### config.mk
export PLATFORM = sky130hd
export DESIGN_NAME = bcd_to_bin_serial
export DESIGN_NICKNAME = d
export VERILOG_FILES = /design/src/rtl/bcd2bin_pkg.sv /design/src/rtl/bcd_digit_cell.sv /design/src/rtl/bcd_shift_chain.sv /design/src/rtl/bin_collect.sv /design/src/rtl/step_ctrl.sv /design/src/rtl/bcd_to_bin_serial.sv
export SDC_FILE = /design/constraint.sdc
export NUM_CORES = 1
export LEC_CHECK = 0
export ABC_CLOCK_PERIOD_IN_PS = 2100
export BUFFER_PORTS_ARGS = -buffer_cell sky130_fd_sc_hd__buf_4
export CORE_MARGIN = 3
export CORE_UTILIZATION = 36
export CTS_BUF_LIST = sky130_fd_sc_hd__clkbuf_2
export DETAILED_ROUTE_END_ITERATION = 7
export GPL_TIMING_DRIVEN = 0
export PLACE_DENSITY = 0.54
export REMOVE_ABC_BUFFERS = 1
export SYNTH_ARGS = -nofsm -noshare
export SYNTH_HDL_FRONTEND = slang
export SYNTH_SLANG_ARGS = --single-unit
export TNS_END_PERCENT = 1
### constraint.sdc
create_clock -name clk_i -period 2.1 [get_ports clk_i]
set_input_delay 0.21 -clock clk_i [delete_from_list [all_inputs] [get_ports clk_i]]
set_output_delay 0.21 -clock clk_i [all_outputs]
set_load 0.01 [all_outputs]
### src/rtl/bcd2bin_pkg.sv
package bcd2bin_pkg;

  localparam int unsigned DIGIT_W = 4;

  // One right-shift step of a single decimal digit: the bit from the digit
  // above lands in weight 8 but is worth 5 here, so 3 is taken back.
  function automatic logic [DIGIT_W-1:0] digit_step(input logic [DIGIT_W-1:0] cur,
                                                    input logic             hi_bit);
    logic [DIGIT_W-1:0] raw;
    raw = {hi_bit, cur[DIGIT_W-1:1]};
    if (raw >= 4'd8) return raw - 4'd3;
    return raw;
  endfunction

  function automatic logic digit_needs_fix(input logic [DIGIT_W-1:0] cur,
                                           input logic             hi_bit);
    logic [DIGIT_W-1:0] raw;
    raw = {hi_bit, cur[DIGIT_W-1:1]};
    return (raw >= 4'd8);
  endfunction

endpackage

### src/rtl/bcd_digit_cell.sv
module bcd_digit_cell
  import bcd2bin_pkg::*;
(
  input  logic [DIGIT_W-1:0] cur_i,
  input  logic               hi_bit_i,
  output logic [DIGIT_W-1:0] nxt_o,
  output logic               lo_bit_o,
  output logic               fix_o
);

  always_comb begin
    nxt_o    = digit_step(cur_i, hi_bit_i);
    fix_o    = digit_needs_fix(cur_i, hi_bit_i);
    lo_bit_o = cur_i[0];
  end

endmodule

### src/rtl/bcd_shift_chain.sv
module bcd_shift_chain
  import bcd2bin_pkg::*;
#(
  parameter int unsigned NUM_DIGITS = 5,
  localparam int unsigned STR_W = NUM_DIGITS * DIGIT_W
) (
  input  logic [STR_W-1:0]      str_q_i,
  output logic [STR_W-1:0]      str_next_o,
  output logic                  shift_out_o,
  output logic [NUM_DIGITS-1:0] fix_vec_o
);

  logic [NUM_DIGITS-1:0] lo_bits;

  for (genvar gi = 0; gi < NUM_DIGITS; gi++) begin : g_cell
    logic hi_bit;
    if (gi == NUM_DIGITS - 1) begin : g_top
      assign hi_bit = 1'b0;
    end else begin : g_mid
      assign hi_bit = lo_bits[gi+1];
    end

    bcd_digit_cell u_cell (
      .cur_i   (str_q_i[gi*DIGIT_W +: DIGIT_W]),
      .hi_bit_i(hi_bit),
      .nxt_o   (str_next_o[gi*DIGIT_W +: DIGIT_W]),
      .lo_bit_o(lo_bits[gi]),
      .fix_o   (fix_vec_o[gi])
    );
  end

  assign shift_out_o = lo_bits[0];

endmodule

### src/rtl/bin_collect.sv
module bin_collect #(
  parameter int unsigned BIN_W = 16
) (
  input  logic             clk_i,
  input  logic             rst_ni,
  input  logic             clear_i,
  input  logic             shift_i,
  input  logic             bit_i,
  output logic [BIN_W-1:0] acc_o,
  output logic [BIN_W-1:0] acc_next_o
);

  assign acc_next_o = {bit_i, acc_o[BIN_W-1:1]};

  always_ff @(posedge clk_i or negedge rst_ni) begin
    if (!rst_ni)      acc_o <= '0;
    else if (clear_i) acc_o <= '0;
    else if (shift_i) acc_o <= acc_next_o;
  end

endmodule

### src/rtl/step_ctrl.sv
module step_ctrl #(
  parameter int unsigned BIN_W = 16,
  localparam int unsigned CNT_W = $clog2(BIN_W + 1)
) (
  input  logic clk_i,
  input  logic rst_ni,
  input  logic start_i,
  output logic busy_o,
  output logic load_o,
  output logic step_o,
  output logic last_o,
  output logic done_o
);

  localparam logic [CNT_W-1:0] STEPS = CNT_W'(BIN_W);

  logic [CNT_W-1:0] left_q;

  assign load_o = start_i && !busy_o;
  assign step_o = busy_o;
  assign last_o = busy_o && (left_q == CNT_W'(1));

  always_ff @(posedge clk_i or negedge rst_ni) begin
    if (!rst_ni) begin
      busy_o <= 1'b0;
      left_q <= '0;
      done_o <= 1'b0;
    end else begin
      done_o <= last_o;
      if (load_o) begin
        busy_o <= 1'b1;
        left_q <= STEPS;
      end else if (step_o) begin
        left_q <= left_q - CNT_W'(1);
        if (last_o) busy_o <= 1'b0;
      end
    end
  end

endmodule

### src/rtl/bcd_to_bin_serial.sv
module bcd_to_bin_serial
  import bcd2bin_pkg::*;
#(
  parameter int unsigned NUM_DIGITS = 5,
  parameter int unsigned BIN_W      = 16,
  localparam int unsigned STR_W     = NUM_DIGITS * DIGIT_W
) (
  input  logic             clk_i,
  input  logic             rst_ni,
  input  logic             start_i,
  input  logic [STR_W-1:0] bcd_i,
  output logic             done_o,
  output logic [BIN_W-1:0] bin_o
);

  // Named internal events, also observed by the bound checker.
  logic                  busy;
  logic                  start_taken;
  logic                  step_fire;
  logic                  last_step;
  logic [STR_W-1:0]      str_q;
  logic [STR_W-1:0]      str_next;
  logic                  shift_bit;
  logic [NUM_DIGITS-1:0] fix_vec;
  logic [BIN_W-1:0]      acc_q;
  logic [BIN_W-1:0]      acc_next;

  step_ctrl #(.BIN_W(BIN_W)) u_ctrl (
    .clk_i  (clk_i),
    .rst_ni (rst_ni),
    .start_i(start_i),
    .busy_o (busy),
    .load_o (start_taken),
    .step_o (step_fire),
    .last_o (last_step),
    .done_o (done_o)
  );

  bcd_shift_chain #(.NUM_DIGITS(NUM_DIGITS)) u_chain (
    .str_q_i    (str_q),
    .str_next_o (str_next),
    .shift_out_o(shift_bit),
    .fix_vec_o  (fix_vec)
  );

  bin_collect #(.BIN_W(BIN_W)) u_acc (
    .clk_i     (clk_i),
    .rst_ni    (rst_ni),
    .clear_i   (start_taken),
    .shift_i   (step_fire),
    .bit_i     (shift_bit),
    .acc_o     (acc_q),
    .acc_next_o(acc_next)
  );

  always_ff @(posedge clk_i or negedge rst_ni) begin
    if (!rst_ni)          str_q <= '0;
    else if (start_taken) str_q <= bcd_i;
    else if (step_fire)   str_q <= str_next;
  end

  always_ff @(posedge clk_i or negedge rst_ni) begin
    if (!rst_ni)        bin_o <= '0;
    else if (last_step) bin_o <= acc_next;
  end

endmodule

==> results.md, run 1 <==
- The flow ran to the end, and the final reports show no timing, DRC or antenna violations.
- The share of synthesized area occupied by flip-flops and latches is 52.4%.
- The source of the worst register-to-register timing path is u_ctrl.busy_o.
- The CTS tree is yes.
- After legalization and detailed placement, the total HPWL measured 3.15 mm.
- Synthesis instantiated 27 different standard cells from the library.
- The via count is 1941.
- The critical path startpoint category is a register.
- Measured along the y axis, the die boundary spans 93.7 µm.
- The detail-routed via count per cell is 4.77.
- The number of buffers on the longest clock path is 2.
- The number of antenna violations at the first check in global routing is 0.
- The number of global-route vias before repair came to 1935.
- The number of gates given a new drive strength after cts is 0.
- The setup check on the worst reg-to-reg path leaves a slack of 0.25 ns.
- For hold timing, the worst endpoint is str_q[17].
- The number of levels in the clock H-tree is 3.
- The worst setup timing slack at the placement stage is 0.117 ns.
- Synthesis inferred 58 register bits.
- Based on the critical path, the design can be clocked at up to 542 MHz.
- Routability-driven placement finished with a final weighted congestion of 0.697.
- The tightest hold path in the finished design has a slack of 0.0472 ns.
- The worst-case IR drop observed on VDD is 397 µV.
- The core region is 7370 µm².
- Clock-pin slew was measured on the worst setup and hold paths at 0.16 ns.
- The setup clock skew after layout is 0.0214 ns.
- The worst hold path cell count is 3.
- In the final layout, the share of cells above drive strength 1 is 25.6%.
- The number of placed I/O pins is 40.
- After synthesis, the mean cell area works out to 11.3 µm².
- The largest net degree at the start of global routing is 59.
- The core occupancy in the finished layout is 47.1%.
- Relative to the synthesized area, the layout overhead comes to 25.3%.
- The share of the clock period used by the worst path after layout is 87.9%.
- In this run the cell area of the synthesized design comes to 2770 µm².
- The worst register-to-register path ends at bin_o[15].
- The worst setup path is captured at a register.
- For this run, the total global-route usage over all layers was measured as 13.2%.
- Setup repair after global routing left no endpoint under its margin.
- The async set or reset register ratio after synthesis is 100%.
- The largest fanout of any net on the critical path is 58.
- The residual DRC count is 0.
- The total length of routed wires is 5.14 mm.
- The insertion delay of the later-clocked pin in the worst-skew pair is 0.48 ns.
- The clock drives 58 sinks.
- The actual transition at the worst max-transition pin is 0.830 ns.
- The number of hold violations in the final report is 0.
- The number of enable flip-flop cells after synthesis is 0.
- Clock tree synthesis selected as its root buffer the cell sky130_fd_sc_hd__clkbuf_2.
- The width of the die is 93.7 µm.
- The max-slew violation count is 0.
- The number of clock buffers inserted by TritonCTS is 9.
- The net count reported at finish is 336.
- The number of rows created at floorplan is 31.
- The first-pass GRT wire length is 9.03 mm.
- The top cell types in the final layout, fill and taps aside, are 57 x sky130_fd_sc_hd__dfrtp_1, 41 x sky130_fd_sc_hd__buf_4, 24 x sky130_fd_sc_hd__nand2_1, 20 x sky130_fd_sc_hd__o21ai_0, 20 x sky130_fd_sc_hd__dlygate4sd3_1.
- Measured in cells, the most critical reg-to-reg path has a length of 4.
- The effective utilization at floorplan is 37.6%.
- The smallest clock period supported by the final layout is computed as 1.85 ns.
- The total number of yosys warnings is 0.
- Adding up every negative setup slack in the final design gives 0 ns.
- The post-route worst setup slack is 0.254 ns.
- STA puts the critical path data required time at 2.46 ns.
- The remaining global-route overflow is 0.
- Leaving out fill and tap cells, the most frequent cell in the layout is sky130_fd_sc_hd__dfrtp_1.
- The average routed wire per standard cell is 12.6 µm.
- The worst hold path belongs to the class primary input to register.
- The remaining number of nets flagged by the antenna check after routing is 0.
- The violation count after the first detailed-routing iteration is 91.
- For this run, the leading register cell type out of synthesis is sky130_fd_sc_hd__dfrtp_1.
- The synthesized instance count is 245.
- In this run the tightest slew margin relative to its limit is 44.5%.
- The number of I/O port buffers is 39.
- The first detailed-routing pass ran for 4 iterations.
- The sum of internal, switching and leakage power is 4590 µW.
- In this run the power density over the cells is 1320 nW/µm².
- For this design the static power due to leakage is 0.00168 µW.
- The max-capacitance violation count is 0.
- The die area is 8790 µm².
- The type of the setup path with the least slack is register to register.
- The startpoint identified for the worst hold timing path is bcd_i[17].
- For the worst setup path, the data arrival time is 2.21 ns.
- The final number of setup-violating endpoints is 0.
- The count of antenna diodes in the layout is 0.
[worst max-delay path by stage]
| stage | startpoint | end | depth (start not counted) |
|---|---|---|---|
| 2_1_floorplan | u_ctrl.busy_o | bin_o[10] | 3 |
| 3_3_place_gp | u_ctrl.busy_o | u_ctrl.left_q[0] | 2 |
| 3_5_place_dp | u_ctrl.busy_o | bin_o[7] | 4 |
| 4_1_cts | u_ctrl.busy_o | bin_o[11] | 4 |
| 5_1_grt | u_ctrl.busy_o | str_q[3] | 4 |
| 6_report | u_ctrl.busy_o | bin_o[15] | 4 |
[cells in the mapped netlist, drive strengths merged, types with 3 or more instances]
master | count | area share (%)
a211oi | 8 | 2.2
nor2b | 13 | 2.9
mux2i | 13 | 4.7
nand2b | 16 | 3.6
mux2 | 17 | 8.1
dfrtp | 58 | 52
clkbuf | 7 | 0.95
xnor2 | 5 | 1.6
nor2 | 3 | 0.41
ha | 10 | 4.5
xor2 | 5 | 1.6
o21ai | 20 | 3.6
o221a | 3 | 1.2
buf | 8 | 2.0
nand2 | 24 | 3.3
a22o | 5 | 1.6
a21oi | 13 | 2.3
inv | 11 | 1.5
[layout make-up]
| type | instances | area [µm²] |
|---|---|---|
| Clock buffer | 10 | 50.0 |
| Clock inverter | 6 | 81.3 |
| Fill cell | 707 | 3900 |
| Inverter | 11 | 41.3 |
| Multi-Input combinational cell | 161 | 1200 |
| Sequential cell | 58 | 1450 |
| Tap cell | 99 | 124 |
| Timing Repair Buffer | 62 | 528 |
[flip-flops by register name (all words and copies together) (netlist names)]
register	count
bin_o	16
str_q	20
u_acc.acc_o	15
u_ctrl.busy_o	1
u_ctrl.done_o	1
u_ctrl.left_q	5
[worst max-delay path: stages, from the launching register on]
cell and delay (ns):
sky130_fd_sc_hd__dfrtp_2 0.47, sky130_fd_sc_hd__buf_12 0.25, sky130_fd_sc_hd__nand2_1 0.08, sky130_fd_sc_hd__or4_4 0.59, sky130_fd_sc_hd__mux2_4 0.35
[through the flow]
stage,area (µm²),instances
finish,3470,407
global route,3470,407
CTS,3460,405
detailed placement,3130,369
global placement,3110,368
floorplan,2690,230
[what timing repair did]
item,in CTS,in global routing
setup buffers,0,2
endpoints found under the setup margin,0,3
hold buffers,20,0
hold endpoints to repair,77,0
[metal layers]
metal | global-route usage, % | up-vias | part of all wire, %
met4 | 6.26 | 0 | 1.9
li1 | - | 952 | -
met5 | 0 | - | 0
met1 | 17.1 | 946 | 48
met3 | 4.25 | 9 | 4.3
met2 | 19.9 | 34 | 46
[cells by family (layout without fill, tap and decap cells)]
group | after synthesis | count (layout) | synth area share (%)
adder cells (fa/ha/maj) | 10 | 10 | 4.51
buffers and inverters | 26 | 89 | 4.47
XOR/XNOR | 10 | 10 | 3.16
AO/OA/AOI/OAI | 51 | 51 | 11.4
flip-flops | 58 | 58 | 52.4
AND/OR/NAND/NOR | 60 | 60 | 11.2
multiplexers | 30 | 30 | 12.8
[power by group]
| group | leakage (µW) | switching [µW] | internal [µW] |
|---|---|---|---|
| Combinational | 0.000873 | 747 | 998 |
| Sequential | 0.000731 | 420 | 1610 |
| Clock | 0.0000793 | 418 | 391 |
(Power assumes the default switching activity.)
==> run 2: changes to the inputs <==
Settings changed: ABC_AREA set to 1.
==> run 2 against run 1 <==
Via count is 18% higher. Area after synthesis is 0.86% higher. Fmax hardly changed. Clock power is 22% lower. Power is 8.1% lower. Clock-buffer cell count is 1 lower. Wire length is 15% higher. Hold slack better by 0.016 ns. Die area is 0.80% higher. First-iteration DRC count is 1.1% lower. Sequential power hardly changed. Critical path type unchanged. Critical endpoint is now str_q[14]. Largest power group unchanged.
==> results.md, run 2 <==
- The clock root buffer is sky130_fd_sc_hd__clkbuf_2.
- The standby leakage power is 0.00178 µW.
- The floorplan step defined a die boundary enclosing 8860 µm².
- The remaining global-route overflow is 0.
- The register with the most flip-flops in the layout has 20 of them.
- The floorplan step set the die width to 94.1 µm.
- The number of placed I/O pins is 40.
- Setup repair after global routing left no endpoint under its margin.
- The largest registers in the layout are str_q x20, bin_o x16, u_acc.acc_o x15.
- Counting along the longest clock path gives a buffer depth of 2.
- The leading cell type in the layout, fill and taps excluded is sky130_fd_sc_hd__nand2_1.
- The register-to-register setup slack is 0.25 ns.
- The storage element area is 1460 µm².
- TritonCTS built the clock tree.
- The adder and majority cell fraction of the synthesized area is 4.48%.
- Entering global routing, the biggest net connects 59 pins.
- The async set or reset register ratio after synthesis is 100%.
- The largest fanout of any net on the critical path is 43.
- The synthesized instance count is 332.
- The detail route stage leaves a number of antenna-violating nets equal to 0.
- The cell type contributing the most total cell area after synthesis is sky130_fd_sc_hd__dfrtp_1.
- The synthesized-area fraction occupied by and/or/nand/nor cells is 28.3%.
- The via count is 2285.
- The type of the setup path with the least slack is register to register.
- The detail-routed via count per cell is 4.65.
- The worst setup path endpoint is str_q[14].
- The endpoint kind of the worst setup timing path is a register.
- The layout cell share with drive strength beyond 1 is 15.3%.
- In this run, CTS created clock tree buffers numbering 9.
- Wires add up to 5.91 mm.
- The layout has 741 filler cells.
- The violation count after the first detailed-routing iteration is 90.
- Yosys mapped a number of flops with a built-in enable equal to 0.
- The number of hold violations in the final report was 0.
- Global routing consumed, over all layers together, 14.8% of the routing resources.
- In this run the mean area of a mapped cell was 8.42 µm².
- Based on the critical path, the design can be clocked at up to 542 MHz.
- For this run, the share of the core covered by cells in the final layout is 46.4%.
- The residual DRC count is 0.
- The most instantiated flip-flop cell in the synthesis netlist is sky130_fd_sc_hd__dfrtp_1.
- Clock skew on the completed layout was measured at 0.0135 ns.
- At the later pin of the worst-skew pair, clock insertion delay measures 0.45 ns.
- By area the synthesized netlist is led by sky130_fd_sc_hd__dfrtp_1 52%, sky130_fd_sc_hd__nand2_1 15%, sky130_fd_sc_hd__inv_1 6.3%.
- After synthesis, the largest family of logic cells by area is simple AND/OR/NAND/NOR gates.
- For the pin with the worst max-slew slack, the measured transition is 0.872 ns.
- For the finished layout, the period the worst path requires is 1.85 ns.
- Final hold analysis gives a worst-case slack of 0.0635 ns.
- The detailed placement HPWL is 3.66 mm.
- The post-synthesis share of cell area spent on xor and xnor gates is 0%.
- The net count reported at finish is 422.
- The startpoint identified for the worst register-to-register timing path is u_ctrl.busy_o.
- Row generation in the floorplan step produced 31 rows.
- The area added between synthesis and finish is 23.0%.
- The finished layout holds 491 standard cells, fillers aside.
- Summing the sequential cell areas from Yosys gives 51.9% of the chip area.
- Once the floorplan was initialized, standard cells occupied 37.7% of the core.
- The register containing the most flip-flops in the final layout is str_q.
- The share of the synthesized area in the top cell type is 51.9%.
- Counting every sink on the clock net gives 58.
- Once placement finished, the instance area stood at 3120 µm².
- The max-slew violation count is 0.
- The worst pin sits at a relative slew slack of 41.8%.
- The number of placed instances, taps included, is 455.
- The area of the multi-input gates is 1080 µm².
- The area of the core is 7410 µm².
- The arrival time reported for the critical path endpoint is 2.24 ns.
- At the end of routability-driven placement, the weighted congestion stood at 0.805.
- Across the run, the number of max-cap violations was 0.
- In this run the worst hold path is classified as primary input to register.
- Dividing the detail-routed wire length by the instance count gives 12.0 µm.
- Setup violations remaining at the end of the flow were counted as 0.
- The count of antenna diodes in the layout is 0.
- Counting flops and latches in the post-synthesis netlist gives 58.
- STA puts the critical path data required time at 2.50 ns.
- Yosys instantiated no cell more often than sky130_fd_sc_hd__nand2_1.
- The endpoint of the worst-slack reg-to-reg timing path is str_q[14].
- The vertical die dimension is 94.1 µm.
- Dividing total power by cell area gives a power density of 1230 nW/µm².
- Of the post-synthesis cell area, the part taken by muxes is 0%.
- The summed area of non-filler cells in the final layout is 3440 µm².
- Yosys printed 0 warnings.
- After clock tree synthesis, the clock-pin slew on the worst setup and hold paths is 0.15 ns.
- The number of levels in the clock H-tree is 3.
- The first-pass GRT wire length is 10.2 mm.
- The share of the clock period used by the worst path after layout is 87.9%.
- Summing the areas of all compound-gate instances in the mapped netlist gives 5.55% of the synthesized area.
- The flow ran to the end, and the final reports show no timing, DRC or antenna violations.
- The critical path starts at u_ctrl.busy_o.
- During placement, the flow inserted port buffers numbering 39.
- Before antenna repair, the detailed router went through 4 iterations.
- By count the netlist is led by 113 x sky130_fd_sc_hd__nand2_1, 58 x sky130_fd_sc_hd__dfrtp_1, 47 x sky130_fd_sc_hd__inv_1.
- After routing, the total negative slack on setup checks comes to 0 ns.
- The synthesized cell area is 2800 µm².
- The number of global-route vias before repair is 2229.
- Synthesis instantiated 19 different standard cells from the library.
- The number of cells on the worst reg-to-reg path is 5.
- The critical path startpoint category is a register.
- IR analysis of the VDD net gives a maximum drop of 402 µV.
- The number of antenna violations at the first check in global routing is 0.
- In the layout the commonest cells are 113 x sky130_fd_sc_hd__nand2_1, 57 x sky130_fd_sc_hd__dfrtp_1, 46 x sky130_fd_sc_hd__inv_1, 39 x sky130_fd_sc_hd__buf_4, 31 x sky130_fd_sc_hd__nand3_1.
==> run 2: cell count changes after synthesis, moves of 11 or more <==
cell / change
sky130_fd_sc_hd__inv_1: +36
sky130_fd_sc_hd__nand2_1: +89
sky130_fd_sc_hd__a21oi_1: -11
sky130_fd_sc_hd__nand2b_1: -16
sky130_fd_sc_hd__o22ai_1: +13
sky130_fd_sc_hd__mux2i_1: -13
sky130_fd_sc_hd__nand4_1: +17
sky130_fd_sc_hd__nand3_1: +31
sky130_fd_sc_hd__nor2b_1: -13
sky130_fd_sc_hd__o21ai_0: -13
==> run 2: kinds of logic after synthesis <==
| group | count (synthesis) |
|---|---|
| flops | 58 |
| compound gates | 26 |
| fa+ha+maj | 10 |
| simple gates | 176 |
| buf+inv | 62 |
==> run 2: cell type report <==
class	count	area share [%]
Clock buffer	9	1.31
Clock inverter	5	1.38
Inverter	47	5.24
Multi-Input combinational cell	212	31.3
Sequential cell	58	42.3
Tap cell	99	3.60
Timing Repair Buffer	60	14.6
Timing Repair inverter	1	0.146
==> run 2: report_power, final <==
group	switching [µW]	internal [µW]	leakage, µW	total, µW
combinational	884	687	0.000988	1570
clock	384	251	0.0000625	635
sequential	420	1590	0.000730	2010
==> run 2: repair_timing <==
action | in CTS | in global routing
endpoints found under the hold margin | 78 | 0
buffers inserted | 0 | 0
gates resized for setup | 3 | 1
gates cloned | 0 | 1
hold buffers | 21 | 0
setup endpoints to repair | 41 | 8
==> run 2: how the worst min path moves through the flow <==
| stage | startpoint | to | cells past startpoint |
|---|---|---|---|
| 2_1_floorplan | rst_ni | bin_o[0] | 0 |
| 6_report | start_i | u_ctrl.left_q[2] | 4 |
| 4_1_cts | start_i | u_ctrl.left_q[2] | 4 |
| 3_5_place_dp | rst_ni | bin_o[5] | 1 |
| 5_1_grt | start_i | u_ctrl.left_q[2] | 4 |
| 3_3_place_gp | rst_ni | bin_o[6] | 1 |
==> run 2: through the flow <==
| step | power [µW] | setup WS, ns |
|---|---|---|
| global placement | 3520 | -0.686 |
| global route | 4650 | 0.0232 |
| detailed placement | 3590 | -0.763 |
| CTS | 4290 | 0.110 |
| finish | 4210 | 0.253 |
| floorplan | 3000 | 0.143 |
==> run 2: worst max-delay path, stage by stage (launching register included) <==
cell and delay (ns):
sky130_fd_sc_hd__dfrtp_4 0.71, sky130_fd_sc_hd__nor2_2 0.74, sky130_fd_sc_hd__nand2_1 0.11, sky130_fd_sc_hd__nand2_1 0.11, sky130_fd_sc_hd__inv_1 0.04, sky130_fd_sc_hd__nand2_1 0.05
==> run 2: per-layer routing <==
| metal | up-vias | wire [µm] | track usage [%] |
|---|---|---|---|
| met3 | 4 | 255 | 4.81 |
| li1 | 1181 | - | - |
| met1 | 1060 | 2780 | 18.1 |
| met4 | 0 | 38 | 4.33 |
| met5 | - | 0 | 0 |
| met2 | 40 | 2840 | 25.0 |
